--- src/rtl/ipc_db_pkg.sv ---
package ipc_db_pkg;
   // register byte offsets shared by both ports
   localparam int OFS_HOST_STAT = 'h18;
   localparam int OFS_DSP_STAT  = 'h20;
   localparam int OFS_HOST_MASK = 'h28;
   localparam int OFS_DSP_MASK  = 'h30;
   localparam int OFS_H2D       = 'h38;
   localparam int OFS_D2H       = 'h40;
   // interrupt sources per side
   localparam int SRC_N    = 2;
   localparam int SRC_DONE = 0;
   localparam int SRC_BUSY = 1;
   // side indices
   localparam int SIDE_HOST = 0;
   localparam int SIDE_DSP  = 1;
   localparam int SIDE_N    = 2;
endpackage

--- src/rtl/ipc_db_cell.sv ---
// One doorbell word written from two ports; on a collision the B port wins
// bit B_BIT and the A port wins every other bit.
module ipc_db_cell #(
   parameter int W     = 64,
   parameter int B_BIT = 62
) (
   input  logic         clk,
   input  logic         rst_n,
   input  logic         a_we,
   input  logic [W-1:0] a_wd,
   input  logic         b_we,
   input  logic [W-1:0] b_wd,
   output logic [W-1:0] q
);
   if (B_BIT >= W || B_BIT < 0) begin : g_bad_bit
      $error("ipc_db_cell: B_BIT outside word");
   end

   localparam logic [W-1:0] B_OWN = {{(W-1){1'b0}}, 1'b1} << B_BIT;

   logic [W-1:0] take_a, take_b, nxt;

   always_comb begin
      take_a = {W{a_we}} & (~{W{b_we}} | ~B_OWN);
      take_b = {W{b_we}} & (~{W{a_we}} |  B_OWN);
      nxt    = (take_a & a_wd) | (take_b & b_wd) | (~(take_a | take_b) & q);
   end

   always_ff @(posedge clk or negedge rst_n) begin
      if (!rst_n) q <= '0;
      else        q <= nxt;
   end

   // no write, no change
   p_hold_r3: assert property (@(posedge clk) disable iff (!rst_n)
      (!a_we && !b_we) |=> $stable(q));
endmodule

--- src/rtl/ipc_db_side.sv ---
// Mask register and level interrupt for one side.
module ipc_db_side #(
   parameter int SRC_N = 2
) (
   input  logic             clk,
   input  logic             rst_n,
   input  logic             mask_we,
   input  logic [SRC_N-1:0] mask_wd,
   input  logic [SRC_N-1:0] src,
   output logic [SRC_N-1:0] mask_q,
   output logic             irq
);
   if (SRC_N < 1) begin : g_bad_src
      $error("ipc_db_side: SRC_N must be positive");
   end

   logic [SRC_N-1:0] live;

   always_ff @(posedge clk or negedge rst_n) begin
      if (!rst_n)       mask_q <= '0;
      else if (mask_we) mask_q <= mask_wd;
   end

   for (genvar i = 0; i < SRC_N; i++) begin : g_src
      assign live[i] = src[i] & ~mask_q[i];
   end

   assign irq = |live;

   // fully masked side stays quiet
   p_mask_gate_r10: assert property (@(posedge clk) disable iff (!rst_n)
      (mask_q == '1) |-> !irq);
   // an unmasked source that rises raises the interrupt
   p_raise_r7: assert property (@(posedge clk) disable iff (!rst_n)
      ($rose(src[0]) && !mask_q[0]) |-> irq);
endmodule

--- src/rtl/ipc_doorbell.sv ---
module ipc_doorbell
   import ipc_db_pkg::*;
#(
   parameter int DATA_W = 64,
   parameter int ADDR_W = 8
) (
   input  logic              clk,
   input  logic              rst_n,
   input  logic              host_we,
   input  logic [ADDR_W-1:0] host_addr,
   input  logic [DATA_W-1:0] host_wdata,
   output logic [DATA_W-1:0] host_rdata,
   output logic              host_irq,
   input  logic              dsp_we,
   input  logic [ADDR_W-1:0] dsp_addr,
   input  logic [DATA_W-1:0] dsp_wdata,
   output logic [DATA_W-1:0] dsp_rdata,
   output logic              dsp_irq
);
   localparam int BUSY = DATA_W - 1;
   localparam int DONE = DATA_W - 2;

   if (DATA_W < 4) begin : g_bad_w
      $error("ipc_doorbell: DATA_W too small");
   end
   if (ADDR_W < 7) begin : g_bad_a
      $error("ipc_doorbell: ADDR_W cannot reach the map");
   end

   logic hw_h2d, hw_d2h, dw_h2d, dw_d2h;
   logic [DATA_W-1:0] h2d_q, d2h_q;
   logic [SIDE_N-1:0] msk_we, irq;
   logic [SIDE_N-1:0][SRC_N-1:0] msk_wd, src, msk_q;

   assign hw_h2d = host_we && (host_addr == ADDR_W'(OFS_H2D));
   assign hw_d2h = host_we && (host_addr == ADDR_W'(OFS_D2H));
   assign dw_h2d = dsp_we  && (dsp_addr  == ADDR_W'(OFS_H2D));
   assign dw_d2h = dsp_we  && (dsp_addr  == ADDR_W'(OFS_D2H));

   // host-to-DSP: host owns BUSY and header, DSP owns DONE
   ipc_db_cell #(.W(DATA_W), .B_BIT(DONE)) u_h2d (
      .clk(clk), .rst_n(rst_n),
      .a_we(hw_h2d), .a_wd(host_wdata),
      .b_we(dw_h2d), .b_wd(dsp_wdata),
      .q(h2d_q));

   // DSP-to-host: DSP owns BUSY and header, host owns DONE
   ipc_db_cell #(.W(DATA_W), .B_BIT(DONE)) u_d2h (
      .clk(clk), .rst_n(rst_n),
      .a_we(dw_d2h), .a_wd(dsp_wdata),
      .b_we(hw_d2h), .b_wd(host_wdata),
      .q(d2h_q));

   always_comb begin
      src[SIDE_HOST][SRC_DONE] = h2d_q[DONE];
      src[SIDE_HOST][SRC_BUSY] = d2h_q[BUSY];
      src[SIDE_DSP][SRC_DONE]  = d2h_q[DONE];
      src[SIDE_DSP][SRC_BUSY]  = h2d_q[BUSY];
      msk_we[SIDE_HOST] = host_we && (host_addr == ADDR_W'(OFS_HOST_MASK));
      msk_we[SIDE_DSP]  = dsp_we  && (dsp_addr  == ADDR_W'(OFS_DSP_MASK));
      msk_wd[SIDE_HOST] = host_wdata[SRC_N-1:0];
      msk_wd[SIDE_DSP]  = dsp_wdata[SRC_N-1:0];
   end

   for (genvar s = 0; s < SIDE_N; s++) begin : g_side
      ipc_db_side #(.SRC_N(SRC_N)) u_side (
         .clk(clk), .rst_n(rst_n),
         .mask_we(msk_we[s]), .mask_wd(msk_wd[s]),
         .src(src[s]), .mask_q(msk_q[s]), .irq(irq[s]));
   end

   assign host_irq = irq[SIDE_HOST];
   assign dsp_irq  = irq[SIDE_DSP];

   function automatic logic [DATA_W-1:0] rd_mux(
      input logic [ADDR_W-1:0] a,
      input logic [SIDE_N-1:0][SRC_N-1:0] st,
      input logic [SIDE_N-1:0][SRC_N-1:0] mk,
      input logic [DATA_W-1:0] dh,
      input logic [DATA_W-1:0] hd);
      logic [DATA_W-1:0] r;
      r = '0;
      if (a == ADDR_W'(OFS_HOST_STAT)) r = DATA_W'(st[SIDE_HOST]);
      if (a == ADDR_W'(OFS_DSP_STAT))  r = DATA_W'(st[SIDE_DSP]);
      if (a == ADDR_W'(OFS_HOST_MASK)) r = DATA_W'(mk[SIDE_HOST]);
      if (a == ADDR_W'(OFS_DSP_MASK))  r = DATA_W'(mk[SIDE_DSP]);
      if (a == ADDR_W'(OFS_H2D))       r = dh;
      if (a == ADDR_W'(OFS_D2H))       r = hd;
      return r;
   endfunction

   always_comb begin
      host_rdata = rd_mux(host_addr, src, msk_q, h2d_q, d2h_q);
      dsp_rdata  = rd_mux(dsp_addr,  src, msk_q, h2d_q, d2h_q);
   end

   // same-cycle writes to host-to-DSP doorbell
   p_owner_h2d_r8: assert property (@(posedge clk) disable iff (!rst_n)
      (hw_h2d && dw_h2d) |=> (h2d_q[BUSY] == $past(host_wdata[BUSY]) &&
                              h2d_q[DONE] == $past(dsp_wdata[DONE])));
   // same-cycle writes to DSP-to-host doorbell
   p_owner_d2h_r9: assert property (@(posedge clk) disable iff (!rst_n)
      (hw_d2h && dw_d2h) |=> (d2h_q[BUSY] == $past(dsp_wdata[BUSY]) &&
                              d2h_q[DONE] == $past(host_wdata[DONE])));
   // the DSP port never changes the host mask
   p_mask_owner_r6: assert property (@(posedge clk) disable iff (!rst_n)
      !(host_we && host_addr == ADDR_W'(OFS_HOST_MASK)) |=> $stable(msk_q[SIDE_HOST]));
endmodule

--- config.mk ---
export PLATFORM = sky130hd
export DESIGN_NAME = ipc_doorbell
export DESIGN_NICKNAME = d
export VERILOG_FILES = /design/src/rtl/ipc_db_pkg.sv /design/src/rtl/ipc_db_cell.sv /design/src/rtl/ipc_db_side.sv /design/src/rtl/ipc_doorbell.sv
export SDC_FILE = /design/constraint.sdc
export NUM_CORES = 1
export LEC_CHECK = 0
export ABC_CLOCK_PERIOD_IN_PS = 2500
export BUFFER_PORTS_ARGS = -buffer_cell sky130_fd_sc_hd__buf_2
export CORE_UTILIZATION = 33
export CTS_BUF_LIST = sky130_fd_sc_hd__clkbuf_8
export DETAILED_ROUTE_END_ITERATION = 12
export PLACE_DENSITY_LB_ADDON = 0.08
export SLEW_MARGIN = 10
export SYNTH_ARGS = -nofsm -noshare
export SYNTH_HDL_FRONTEND = slang
export SYNTH_SLANG_ARGS = --single-unit
--- constraint.sdc ---
create_clock -name clk -period 2.5 [get_ports clk]
set_input_delay 0.375 -clock clk [delete_from_list [all_inputs] [get_ports clk]]
set_output_delay 0.375 -clock clk [all_outputs]
set_load 0.005 [all_outputs]
==> results of run 1 <==
cell families after synthesis:
group,synth area share [%]
buf+inv,5.023
flops,43.05
mux,18.10
simple gates,9.752
compound gates,24.07
report_power, final:
part / total, mW / leakage (nW) / switching [mW] / internal [mW]
Sequential: 2.62 / 1.77 / 0.231 / 2.39
Combinational: 0.601 / 3.33 / 0.285 / 0.316
Clock: 1.94 / 0.204 / 0.944 / 0.998
cell usage after synthesis (4+ instances only):
master,count
a21oi_1,132
a22o_1,124
buf_12,4
buf_2,10
clkbuf_1,53
dfrtp_1,132
inv_1,4
mux2_2,4
mux2i_1,132
nand2_1,7
nor2_1,132
registers in the layout, indices dropped and copies added (netlist names):
name and flops:
u_d2h.q 64, u_h2d.q 64, g_side.u_side.mask_q 4
worst min-delay path by stage:
stage                        start                    endpoint  slack [ns]  depth (start not counted)
finish              host_wdata[62]                 u_d2h.q[62]        0.17                          3
global route        host_wdata[62]                 u_d2h.q[62]        0.16                          3
CTS                 host_wdata[62]                 u_d2h.q[62]        0.14                          3
detailed placement           rst_n                 u_h2d.q[55]        0.39                          1
global placement             rst_n                 u_h2d.q[55]        0.39                          1
floorplan                    rst_n  g_side[0].u_side.mask_q[0]        0.08                          0
layer usage:
metal  routed length [um]  global-route usage [%]  vias to the layer above
met1                11160                   26.70                     3439
li1                     -                       -                     3407
met2                12720                   36.69                      227
met3                 1483                   5.352                       22
met4                  369                   6.176                        0
met5                    0                       0                        -
area by class of cell:
type	count	area [um2]	share of cell area [%]
multi-input combinational	576	4008	40.41
sequential	132	3303	33.31
timing repair buffer	303	1803	18.18
tap	285	356.6	3.596
clock buffer	17	234.0	2.359
clock inverter	15	182.7	1.842
inverter	4	15.01	0.1514
antenna	6	15.01	0.1514
worst max-delay path, cell delays in order:
cell and delay [ns]:
buf_2 0.16, or4b_4 0.54, or2_1 0.29, nor2_4 0.12, buf_12 0.22, a22o_1 0.17
buf_2 0.11
timing repair:
action | CTS | global route
hold buffers | 1 | 0
resized for setup | 0 | 0
hold endpoints to repair | 50 | 0
==> impl_metrics.env, run 1 <==
export IMPL_status="complete, no violations"
export IMPL_crit_end="host_rdata[45]"
export IMPL_crit_fanout=29
export IMPL_tritoncts="yes"
export IMPL_layout_commonest_cell="buf_2"
export IMPL_drv_cap=0
export IMPL_layout_drive_gt1_share_pct=32.95
export IMPL_async_reset_ff_share_pct=100.0
export IMPL_start_kind="primary input"
export IMPL_drt_total_wl_um=25740
export IMPL_port_buffer_count=277
export IMPL_finalClockSkew_ns=0
export IMPL_endpoint_kind="output pin"
export IMPL_num_rows=55
export IMPL_syn_area_per_cell_um2=9.786
export IMPL_grt_pass1_wl_um=39740
export IMPL_whs_ns=0.1736
export IMPL_place_ws_ns=0.1447
export IMPL_final_core_util_pct=43.67
export IMPL_synth_warnings=0
export IMPL_slew_headroom_pct=55.69
export IMPL_postCtsSetupBuffers=0
export IMPL_clockBufferDepth=2
export IMPL_synth_cells=784
export IMPL_fillCellCount=2294
export IMPL_wl_per_cell_um=19.23
export IMPL_fin_crit_sh_pct=94.80
export IMPL_worst_pin_slew_ns=0.6647
export IMPL_critPathLaunch="host_addr[4]"
export IMPL_worstSkewPairLatency_ns=0.43
export IMPL_p_leak_nw=5.304
export IMPL_io_pins=278
export IMPL_chipHeight_um=154.5
export IMPL_final_area_mm2=0.009917
export IMPL_clk_pin_slew_ns=0.08
export IMPL_crit_required_ns=2.12
export IMPL_slew_violations=0
export IMPL_cts_inserted_buffers=17
export IMPL_gr_total_overflow=0
export IMPL_grt_pass1_vias=6994
export IMPL_htreeDepth=4
export IMPL_peakVddDrop_uv=289.1
export IMPL_r2r_end="u_h2d.q[62]"
export IMPL_hold_viol_final=0
export IMPL_nets=1182
export IMPL_core_area_mm2=0.02271
export IMPL_drc=0
export IMPL_p_per_area_mw_per_mm2=520.6
export IMPL_vias=7095
export IMPL_die_w_um=154.5
export IMPL_finalSetupViolCount=0
export IMPL_cts_root_buffer="clkbuf_8"
export IMPL_grt_use_total_pct=21.46
export IMPL_crit_arrival_ns=2.00
export IMPL_fin_crit_ns=2.370
export IMPL_ys_ff_latch=132
export IMPL_layout_common_cells="buf_2 (276), mux2i_1 (132), a21oi_1 (132), dfrtp_1 (132), nor2_1 (130)"
export IMPL_area_growth_pct=29.26
export IMPL_fmax_ghz=0.4219
export IMPL_fin_tns_setup_ns=0
export IMPL_dp_final_hpwl_um=17100
export IMPL_ys_seq_area_share_pct=43.05
export IMPL_reg2reg_from="u_h2d.q[62]"
export IMPL_rrSetupSlack_ns=1.57
export IMPL_synthFlopType="dfrtp_1"
export IMPL_synth_cell_types=42
export IMPL_synth_top_area_share_pct=43.05
export IMPL_synth_edff_count=0
export IMPL_finalPower_mw=5.162
export IMPL_hold_class="primary input to flop"
export IMPL_rsz0062_at_grt="false"
export IMPL_syn_area_mm2=0.007672
export IMPL_critical_path_class="primary input to output pin"
export IMPL_grt_max_degree=128
export IMPL_yosys_area_top_type="dfrtp_1"
export IMPL_synth_area_top_cells="dfrtp_1 (43%), mux2i_1 (17%), a22o_1 (14%)"
export IMPL_cts_num_sinks=132
export IMPL_r2r_cells=3
export IMPL_dp_cells=1299
export IMPL_dr_pass1_iters=5
export IMPL_finalNonFillerCells=1338
export IMPL_antenna_left=0
export IMPL_setup_ws_ns=0.1299
export IMPL_start_util_pct=33.79
export IMPL_vias_per_cell=5.303
export IMPL_antenna_found_initial=5
export IMPL_drt_iter0_drc=286
export IMPL_placed_cell_area_mm2=0.009475
export IMPL_syn_nets=932
export IMPL_die_area_mm2=0.02386
export IMPL_place_congestion=0.7748
Note: power is estimated with default switching activity, not from simulation.
==> inputs of run 2 (changes only) <==
- PLACE_DENSITY: default -> 0.55
- PLACE_DENSITY_LB_ADDON: 0.08 -> default
==> impl_metrics.env, run 2 (synthesized netlist as in run 1, its figures left out) <==
export IMPL_postCtsSetupBuffers=0
export IMPL_rsz0062_at_grt="false"
export IMPL_dr_pass1_iters=7
export IMPL_finalPower_mw=5.207
export IMPL_die_w_um=154.5
export IMPL_cts_resized=0
export IMPL_critPathLaunch="host_addr[4]"
export IMPL_gr_total_overflow=0
export IMPL_antenna_found_initial=2
export IMPL_r2r_cells=2
export IMPL_clockBufferDepth=2
export IMPL_finalClockSkew_ns=0
export IMPL_drt_total_wl_um=25270
export IMPL_crit_end="host_rdata[41]"
export IMPL_grt_pass1_wl_um=39630
export IMPL_layout_drive_gt1_share_pct=33.46
export IMPL_chipHeight_um=154.5
export IMPL_worst_pin_slew_ns=0.6288
export IMPL_ctsHoldBuffers=1
export IMPL_worstSkewPairLatency_ns=0.44
export IMPL_r2r_end="u_h2d.q[62]"
export IMPL_drv_cap=0
export IMPL_die_area_mm2=0.02386
export IMPL_fin_crit_sh_pct=95.14
export IMPL_slew_violations=0
export IMPL_grt_max_degree=84
export IMPL_p_per_area_mw_per_mm2=524.2
export IMPL_tritoncts="yes"
export IMPL_fmax_ghz=0.4204
export IMPL_cts_root_buffer="clkbuf_8"
export IMPL_grt_pass1_vias=6969
export IMPL_nets=1187
export IMPL_clk_pin_slew_ns=0.09
export IMPL_top_regs="u_d2h.q (64), u_h2d.q (64), g_side.u_side.mask_q (4)"
export IMPL_htreeDepth=4
export IMPL_start_util_pct=33.79
export IMPL_crit_arrival_ns=2.00
export IMPL_num_rows=55
export IMPL_slew_headroom_pct=58.08
export IMPL_regArea_mm2=0.003303
export IMPL_core_area_mm2=0.02271
export IMPL_port_buffer_count=277
export IMPL_fillCellCount=2247
export IMPL_start_kind="primary input"
export IMPL_io_pins=278
export IMPL_dp_final_hpwl_um=17350
export IMPL_cts_inserted_buffers=17
export IMPL_status="complete, no violations"
export IMPL_hold_class="primary input to flop"
export IMPL_layout_common_cells="buf_2 (276), mux2i_1 (132), a21oi_1 (132), dfrtp_1 (132), nor2_1 (130)"
export IMPL_endpoint_kind="output pin"
export IMPL_fin_tns_setup_ns=0
export IMPL_whs_ns=0.1858
export IMPL_area_growth_pct=29.48
export IMPL_critical_path_class="primary input to output pin"
export IMPL_grt_use_total_pct=21.27
export IMPL_cts_num_sinks=132
export IMPL_place_congestion=0.8398
export IMPL_vias_per_cell=5.344
export IMPL_wl_per_cell_um=18.90
export IMPL_finalSetupViolCount=0
export IMPL_rrSetupSlack_ns=1.63
export IMPL_n_antenna_cell=0
export IMPL_p_leak_nw=5.332
export IMPL_vias=7145
export IMPL_fin_crit_ns=2.379
export IMPL_drt_iter0_drc=401
export IMPL_multi_input_area_mm2=0.004008
export IMPL_crit_fanout=11
export IMPL_drc=0
export IMPL_layout_commonest_cell="buf_2"
export IMPL_hold_viol_final=0
export IMPL_crit_required_ns=2.12
export IMPL_peakVddDrop_uv=292.7
export IMPL_antenna_left=0
export IMPL_reg2reg_from="u_h2d.q[62]"
run 2: cell types whose count changed in the layout (fill, tap and decap cells not counted), sizes merged:
| cell | delta |
|---|---|
| clkinvlp | -3 |
| clkbuf | +4 |
| diode | -6 |
| clkinv | +3 |
| buf | +5 |
| inv | -4 |
run 2: area by class of cell:
type	instances	share of cell area, %
Tap cell	285	3.589
Inverter	4	0.1511
Multi-Input combinational cell	576	40.34
Timing Repair Buffer	308	18.27
Clock inverter	11	1.486
Sequential cell	132	33.25
Clock buffer	21	2.909
run 2: worst min-delay path by stage:
stage                     slack, ns                    endpoint            from  cells after the start
after global routing           0.17                 u_d2h.q[27]   dsp_wdata[27]                      3
final                          0.19                 u_d2h.q[62]  host_wdata[62]                      3
after global placement         0.26                 u_h2d.q[54]           rst_n                      1
after CTS                      0.16                 u_d2h.q[62]  host_wdata[62]                      3
after floorplan                0.08  g_side[0].u_side.mask_q[0]           rst_n                      0
after detailed placement       0.26                 u_h2d.q[54]           rst_n                      1
run 2: metal layers:
layer	vias to the layer above	global-route usage [%]	share of wire [%]
met5	-	0	0.095
met4	4	6.176	2.0
met3	31	5.604	6.0
met2	231	35.57	48
met1	3470	26.94	44
li1	3409	-	-
run 2: power by group:
group | internal, mW | switching [mW] | total [mW] | leakage [nW]
sequential | 2.39 | 0.228 | 2.62 | 1.77
clock | 1.10 | 0.891 | 1.99 | 0.223
combinational | 0.313 | 0.287 | 0.600 | 3.34
run 2: worst max-delay path, stage by stage:
cell and delay [ns]:
buf_2 0.15, or4b_4 0.49, or2_1 0.27, nor2_4 0.22, buf_4 0.24, a22o_1 0.15, buf_2 0.11
run 2: metrics by stage:
step | util, % | worst slack (ns) | std cells | cell area (um2)
2_1_floorplan | - | 0.2190 | 784 | 7672
3_3_place_gp | 41.78 | 0.1388 | 1304 | 9488
3_5_place_dp | 41.78 | 0.1321 | 1304 | 9488
4_1_cts | 43.75 | 0.1258 | 1337 | 9935
5_1_grt | 43.75 | 0.04991 | 1337 | 9935
6_report | 43.75 | 0.1214 | 1337 | 9935
